--- config.mk ---
export PLATFORM = sky130hd
export DESIGN_NAME = reset_cause_rec
export DESIGN_NICKNAME = d
export VERILOG_FILES = /design/src/rtl/rcr_pkg.sv /design/src/rtl/rcr_fsm.sv /design/src/rtl/rcr_signature.sv /design/src/rtl/rcr_cause_store.sv /design/src/rtl/reset_cause_rec.sv
export SDC_FILE = /design/constraint.sdc
export NUM_CORES = 1
export LEC_CHECK = 0
export ABC_AREA = 1
export BUFFER_PORTS_ARGS = -buffer_cell sky130_fd_sc_hd__buf_4
export CAP_MARGIN = 5
export CORE_UTILIZATION = 48
export CTS_BUF_LIST = sky130_fd_sc_hd__clkbuf_8
export DETAILED_ROUTE_END_ITERATION = 12
export GPL_TIMING_DRIVEN = 0
export HOLD_SLACK_MARGIN = 0.08
export PLACE_DENSITY = 0.77
export SYNTH_ARGS = -nofsm -noshare
export SYNTH_HDL_FRONTEND = slang
export SYNTH_HIERARCHICAL = 1
export SYNTH_SLANG_ARGS = --single-unit
--- constraint.sdc ---
create_clock -name clk -period 1.1 [get_ports clk]
set_input_delay 0.22 -clock clk [delete_from_list [all_inputs] [get_ports clk]]
set_output_delay 0.22 -clock clk [all_outputs]
set_load 0.01 [all_outputs]
--- src/rtl/rcr_pkg.sv ---
package rcr_pkg;

    typedef enum logic [1:0] {
        ST_CHECK = 2'd0,
        ST_COLD  = 2'd1,
        ST_WARM  = 2'd2,
        ST_ARMED = 2'd3
    } rcr_state_e;

    localparam int unsigned CAUSE_W      = 8;
    localparam logic [CAUSE_W-1:0] CAUSE_NONE    = 8'h00;
    localparam logic [CAUSE_W-1:0] CAUSE_FG_FAIL = 8'h01;
    localparam logic [CAUSE_W-1:0] CAUSE_BG_FAIL = 8'h02;
    localparam logic [CAUSE_W-1:0] CAUSE_WDT     = 8'hFF;

    localparam logic [7:0] SIG_EVEN = 8'h55;
    localparam logic [7:0] SIG_ODD  = 8'hAA;

endpackage

--- src/rtl/rcr_fsm.sv ---
module rcr_fsm
    import rcr_pkg::*;
(
    input  logic       clk,
    input  logic       rst_n,
    input  logic       sig_ok,
    output rcr_state_e state_o,
    output logic       sig_wr,
    output logic       cold_init,
    output logic       warm_init,
    output logic       armed
);

    rcr_state_e state_q;
    rcr_state_e state_d;

    // next-state logic
    always_comb begin
        state_d = state_q;
        unique case (state_q)
            ST_CHECK: state_d = sig_ok ? ST_WARM : ST_COLD;
            ST_COLD:  state_d = ST_ARMED;
            ST_WARM:  state_d = ST_ARMED;
            ST_ARMED: state_d = ST_ARMED;
        endcase
    end

    // state register
    always_ff @(posedge clk or negedge rst_n) begin
        if (!rst_n) state_q <= ST_CHECK;
        else        state_q <= state_d;
    end

    // outputs
    always_comb begin
        sig_wr    = 1'b0;
        cold_init = 1'b0;
        warm_init = 1'b0;
        armed     = 1'b0;
        unique case (state_q)
            ST_CHECK: ;
            ST_COLD: begin
                sig_wr    = 1'b1;
                cold_init = 1'b1;
            end
            ST_WARM:  warm_init = 1'b1;
            ST_ARMED: armed     = 1'b1;
        endcase
    end

    assign state_o = state_q;

endmodule

--- src/rtl/rcr_signature.sv ---
module rcr_signature
    import rcr_pkg::*;
#(
    parameter int unsigned SIG_BYTES = 2
) (
    input  logic clk,
    input  logic por_n,
    input  logic wr,
    output logic sig_ok
);

    logic [SIG_BYTES-1:0] match;

    for (genvar i = 0; i < SIG_BYTES; i++) begin : g_byte
        localparam logic [7:0] PATTERN = (i % 2 == 0) ? SIG_EVEN : SIG_ODD;
        logic [7:0] byte_q;

        always_ff @(posedge clk or negedge por_n) begin
            if (!por_n)  byte_q <= 8'h00;
            else if (wr) byte_q <= PATTERN;
        end

        assign match[i] = (byte_q == PATTERN);
    end

    assign sig_ok = &match;

endmodule

--- src/rtl/rcr_cause_store.sv ---
module rcr_cause_store
    import rcr_pkg::*;
#(
    parameter int unsigned CODE_W = 8,
    parameter logic [CODE_W-1:0] WDT_CODE = CODE_W'(CAUSE_WDT)
) (
    input  logic              clk,
    input  logic              por_n,
    input  logic              armed,
    input  logic              cold_init,
    input  logic              warm_init,
    input  logic              sw_wr,
    input  logic [CODE_W-1:0] sw_code,
    input  logic              sw_rd,
    input  logic              wdt_expire,
    output logic              flag_o,
    output logic [CODE_W-1:0] last_o
);

    logic [CODE_W-1:0] live_q;
    logic [CODE_W-1:0] last_q;
    logic              flag_q;

    // live cause: preloaded on init, replaced by software while armed
    always_ff @(posedge clk or negedge por_n) begin
        if (!por_n)                     live_q <= '0;
        else if (cold_init | warm_init) live_q <= WDT_CODE;
        else if (armed && sw_wr)        live_q <= sw_code;
    end

    // reported cause: set only during initialization
    always_ff @(posedge clk or negedge por_n) begin
        if (!por_n)         last_q <= '0;
        else if (cold_init) last_q <= '0;
        else if (warm_init) last_q <= live_q;
    end

    // timeout flag: a pulse wins over a coinciding read
    always_ff @(posedge clk or negedge por_n) begin
        if (!por_n)              flag_q <= 1'b0;
        else if (wdt_expire)     flag_q <= 1'b1;
        else if (armed && sw_rd) flag_q <= 1'b0;
    end

    assign flag_o = flag_q;
    assign last_o = last_q;

endmodule

--- src/rtl/reset_cause_rec.sv ---
module reset_cause_rec
    import rcr_pkg::*;
#(
    parameter int unsigned CODE_W    = 8,
    parameter int unsigned SIG_BYTES = 2
) (
    input  logic              clk,
    input  logic              por_n,
    input  logic              warm_rst_n,
    input  logic              wdt_expire,
    input  logic              sw_wr,
    input  logic [CODE_W-1:0] sw_code,
    input  logic              sw_rd,
    output logic [CODE_W:0]   status,
    output logic              ready
);

    localparam logic [CODE_W-1:0] WDT_CODE = CODE_W'(CAUSE_WDT);

    logic       fsm_rst_n;
    logic       sig_ok;
    logic       sig_wr;
    logic       cold_init;
    logic       warm_init;
    logic       armed;
    rcr_state_e state;
    logic              flag;
    logic [CODE_W-1:0] last;

    assign fsm_rst_n = por_n & warm_rst_n;

    rcr_fsm u_fsm (
        .clk       (clk),
        .rst_n     (fsm_rst_n),
        .sig_ok    (sig_ok),
        .state_o   (state),
        .sig_wr    (sig_wr),
        .cold_init (cold_init),
        .warm_init (warm_init),
        .armed     (armed)
    );

    rcr_signature #(.SIG_BYTES(SIG_BYTES)) u_sig (
        .clk    (clk),
        .por_n  (por_n),
        .wr     (sig_wr),
        .sig_ok (sig_ok)
    );

    rcr_cause_store #(.CODE_W(CODE_W), .WDT_CODE(WDT_CODE)) u_store (
        .clk        (clk),
        .por_n      (por_n),
        .armed      (armed),
        .cold_init  (cold_init),
        .warm_init  (warm_init),
        .sw_wr      (sw_wr),
        .sw_code    (sw_code),
        .sw_rd      (sw_rd),
        .wdt_expire (wdt_expire),
        .flag_o     (flag),
        .last_o     (last)
    );

    assign status = {flag, last};
    assign ready  = armed;

endmodule

### Word-level counts from Yosys, hierarchy flattened

Cells that the tools add are included.

* bits in registers: 20
* input bits: 14
* logic and storage cells: 29

* equality and inequality tests: 4
* muxes and demuxes: 11
* bitwise logic cells: 2
* reductions and logical operators: 7

Operator list (number)
* 8-bit two-way mux: 4
* 2-bit nonzero test: 3
* 1-bit two-way mux: 5
* 2-bit == test, second input constant: 2
* 4-bit == test, second input constant: 1
* 2-bit one-hot mux with 2 select lines: 1
* 3-bit OR reduction: 1
* 2-bit by 1-bit == test with 1-bit output, second input constant: 1
* 1-bit logical AND: 2
* 2-bit logical NOT: 1
* 2-bit two-way mux: 1
* 1-bit AND: 1
* 1-bit OR: 1

### Logic depth before layout (Yosys ltp)

* word-level depth: 5
* depth in mapped cells: 8
* gate-level depth less buffers: 6

### Hierarchy

Netlist, hierarchy kept.

Modules (own cells, without submodules)
* rcr_cause_store: times used 1, cells each 89, area each 762.0 sq um, sequential area each 425.4 sq um
* rcr_fsm: times used 1, cells each 13, area each 95.1 sq um, sequential area each 50.0 sq um
* rcr_signature: times used 1, cells each 4, area each 36.3 sq um, sequential area each 25.0 sq um
* reset_cause_rec: times used 1, cells each 3, area each 15.0 sq um, sequential area each 0.0 sq um

### Least setup slack after synthesis

Ideal clock, no wire load.

* path type: register to register
* start point: register u_fsm.state_q[1], in the netlist u_fsm/state_o[1]
* end point: register u_store.last_q[0], in the netlist u_store/last_o[0]
* library setup time: 0.117 ns
* arrival: 1.064 ns
* data required time: 0.983 ns
* setup slack: -0.081 ns
* stages on the path, launching flop included: 5
* buffers on the path: 0
* clock period less this slack: 1.181 ns
* cells stage by stage: dfrtp_1 -> nor2_1 -> inv_1 -> nand3_1 -> nand2_1

* word-level cells in the longest chain between the ends: 3
* elaborated cells between the ends (all ways): 6

Ends and longest elaborated chain
* start: declaration: line rcr_fsm.sv:14 `rcr_state_e state_q;`
* start signal: assignment: line rcr_fsm.sv:31 `else state_q <= state_d;`
* 2-bit by 1-bit == test with 1-bit output (*): line rcr_fsm.sv:40 `unique case (state_q)`
* 1-bit two-way mux (*): line rcr_fsm.sv:40
* via cold_init: line reset_cause_rec.sv:23 `logic cold_init;`
* 8-bit two-way mux or 2-bit nonzero test (tied branches)
* end signal: assignment: line rcr_cause_store.sv:35 `else if (warm_init) last_q <= live_q;`
* end: declaration: line rcr_cause_store.sv:21 `logic [CODE_W-1:0] last_q;`

The timed path passes the listed nets; every way through them passes the cells marked *.
A chain may end at the register's enable or synchronous reset.

### Final worst setup path

* start point: register u_fsm.state_q[0], in the netlist u_fsm/state_o[0]
* end point: output ready

* word-level cells in the longest chain between the ends: 2

Ends and longest elaborated chain
* 2-bit == test: line rcr_fsm.sv:40
* 1-bit two-way mux: line rcr_fsm.sv:40
* end: declaration: line reset_cause_rec.sv:15 `output logic ready`

No other way between the ends.

==> flow_summary.toml <==
[status]
status = "finished with violations"
violations_in_the_final_reports = "setup timing"

[yosys]
synth_seq_cells = 20
synth.distinct_cells = 11
synth.net_count = 123
synthCells = 109
seq_area_frac_synth_pct = 55.1
post_synth_instance_area_um2 = 908
post_synth.cell_area_avg_um2 = 8.33
ys.warnings.count = 6

[floorplan]
floorplan.die_area_mm2 = 0.00207
dieWidth_um = 45.5
floorplan.initialDensity_pct = 52.0
core.rowCount = 15
chip_height_um = 45.5
core_area_mm2 = 0.00175
num_io_pins = 24

[clock_network]
clk_latency_ns = 0.26
worst_setup_hold_path_clk_slew_ns = 0.07
cts_tree = "yes"
cts.sink_count = 20
cts-buffers-inserted = 3
cts.htree.levels = 1
ctsRootBufferMaster = "sky130_fd_sc_hd__clkbuf_8"
cts_max_path_buffers = 2

[placed_design]
worst_setup_slack_before_clock_tree_synthesis_ns = -0.0794
dp_hpwl_mm = 1.14
gp_congestion = 0.736
io_buffers = 23

[timing]
rsz0062_at_grt = "true"
timing.final.crit_share_pct = 109
achievable-frequency_ghz = 0.833
relSlewSlack_pct = 45.1
setup_viol_count_final = 17
final_period_minus_worst_setup_slack_ns = 1.20
timing.final.hold_violations = 0
max_slew.worst_pin.slew_ns = 0.823
worst_clock_skew_ns = 0.00285
setup_slack_ns = -0.0999
finalMaxSlewViolations = 0

[run]
maxCapViolations = 0

[layout]
multi_input_area_um2 = 374
syn_to_final_growth_pct = 47.2
commonest_non_fill_non_tap_cells_in_the_layout = "37 x sky130_fd_sc_hd__nand2_1, 26 x sky130_fd_sc_hd__buf_4, 19 x sky130_fd_sc_hd__dfrtp_1"
finalNetCount = 158
layout-drive-gt1-share_pct = 40.6
antenna_cells_inserted = 0
regArea_um2 = 502
filler_cell_count = 115
final_common_cell = "sky130_fd_sc_hd__nand2_1"

[min_path]
min_path_type = "input port to flop"
hold_path_end = "u_store/flag_o$_DFFE_PN0P_"
min_from = "wdt_expire"
worstHoldPathCells = 2

[route]
drt-pass1-iter-count = 4
detail_route.drc_violations = 0
num_vias = 800
vias_per_cell = 4.76
avgRoutedWirePerCell_um = 12.4
drt_iter0_markers = 9
wl_final_mm = 2.08
count_of_antenna_violating_nets_left_after_detailed_routing = 0

[global_route]
vias_in_the_first_global_route = 673
grt_overflow = 0
grtUsageTotal_pct = 21.5
antenna_found_initial = 0
first_pass_grt_wire_length_mm = 3.03
grt_start_max_net_pins = 19

[setup_path]
reg2reg_end = "u_store/live_q[4]$_DFFE_PN0P_"
ff2ff_path_depth = 7
setup.worst_path.class = "flop to output port"
timing.critical_path.fanout_max = 5
worst_r2r_startpoint = "u_fsm/state_o[0]$_DFF_PN0_"
timing.critical_path.arrival_ns = 0.98
regToRegSetupSlack_ns = -0.1
cp_data_required_time_ns = 0.88
crit_path_end_kind = "output port"
setup.worst_path.start_class = "flop"

[power_and_ir_drop]
static-leakage-power_nw = 0.783
max-vdd-ir-drop_mv = 0.962
finalPower_mw = 1.50
powerDensity_mw_per_mm2 = 1120
## layer usage
metal  routed length, um  GRT usage (%)  vias up
met2                1050           36.3       30
met4                  86           10.3        0
li1                    -              -      399
met3                  97           4.37        9
met5                   0              0        -
met1                 848           26.0      362
## cell families (layout without fill, tap and decap cells)
family	Yosys count	in the layout	share of synthesized area, %
buffers and inverters	21	55	12.0
AND/OR/NAND/NOR	67	67	32.1
flip-flops	20	20	55.1
AO/OA/AOI/OAI	1	1	0.827
## cells in the mapped netlist
master / n / area (um2)
sky130_fd_sc_hd__inv_1: 16 / 60.1
sky130_fd_sc_hd__dfrtp_1: 20 / 500
sky130_fd_sc_hd__nor2_8: 1 / 20.0
sky130_fd_sc_hd__buf_6: 1 / 11.3
sky130_fd_sc_hd__nand2_2: 1 / 6.26
sky130_fd_sc_hd__buf_8: 1 / 15.0
sky130_fd_sc_hd__buf_4: 3 / 22.5
sky130_fd_sc_hd__a21o_1: 1 / 7.51
sky130_fd_sc_hd__nand2_1: 45 / 169
sky130_fd_sc_hd__nor2_1: 3 / 11.3
sky130_fd_sc_hd__nand3_1: 17 / 85.1
## per-stage QoR
stage | hold WS (ns) | setup TNS, ns | utilization [%] | cell area (um2) | instances
after floorplan | -0.0756 | 0 | - | 911 | 109
after global placement | 0.0841 | -0.738 | 63.9 | 1110 | 157
after detailed placement | 0.0957 | -0.973 | 63.9 | 1110 | 157
after CTS | 0.136 | -1.97 | 72.7 | 1270 | 168
after global routing | 0.145 | -1.81 | 76.6 | 1340 | 168
final | 0.132 | -0.832 | 76.6 | 1340 | 168
## state kept, by name, summed over array words and instances (netlist names)
register	count
u_sig/g_byte.byte_q	1
u_fsm/state_o	2
u_store/last_o	8
u_store/live_q	8
u_store/flag_o	1
## critical path, cell delays in order, from the launching register on
cell                      delay, ns
sky130_fd_sc_hd__dfrtp_2       0.45
sky130_fd_sc_hd__nand2_2       0.10
sky130_fd_sc_hd__inv_4         0.05
sky130_fd_sc_hd__buf_6         0.11
## repair_timing
item                       4_1_cts  5_1_grt
hold buffers                     3        0
cloned                           1        0
pin swaps                        3        6
hold endpoints to repair        20        0
gates resized for setup          7       24
setup endpoints to repair       18       37
setup buffers                    3        2
## power by group
part	switching (mW)	internal (mW)
Clock	0.250	0.319
Combinational	0.0721	0.0748
Sequential	0.0210	0.764
## worst max-delay path by stage
stage	from	to	cells after the start
2_1_floorplan	u_fsm/state_o[1]$_DFF_PN0_	u_store/live_q[2]$_DFFE_PN0P_	8
3_3_place_gp	u_fsm/state_o[1]$_DFF_PN0_	u_store/live_q[2]$_DFFE_PN0P_	7
3_5_place_dp	u_fsm/state_o[1]$_DFF_PN0_	u_store/live_q[1]$_DFFE_PN0P_	7
4_1_cts	u_fsm/state_o[1]$_DFF_PN0_	u_store/live_q[2]$_DFFE_PN0P_	8
5_1_grt	u_fsm/state_o[1]$_DFF_PN0_	u_store/live_q[0]$_DFFE_PN0P_	6
6_report	u_fsm/state_o[0]$_DFF_PN0_	ready	3
## area by class of cell
| cell class | count | share of cell area [%] |
|---|---|---|
| buffer | 3 | 2.53 |
| sequential | 20 | 37.5 |
| inverter | 16 | 4.68 |
| timing repair buffer | 32 | 20.9 |
| clock buffer | 4 | 4.12 |
| multi-input combinational | 68 | 28.0 |
| tap | 25 | 2.34 |
No activity file was read; power rests on OpenSTA's default activity.
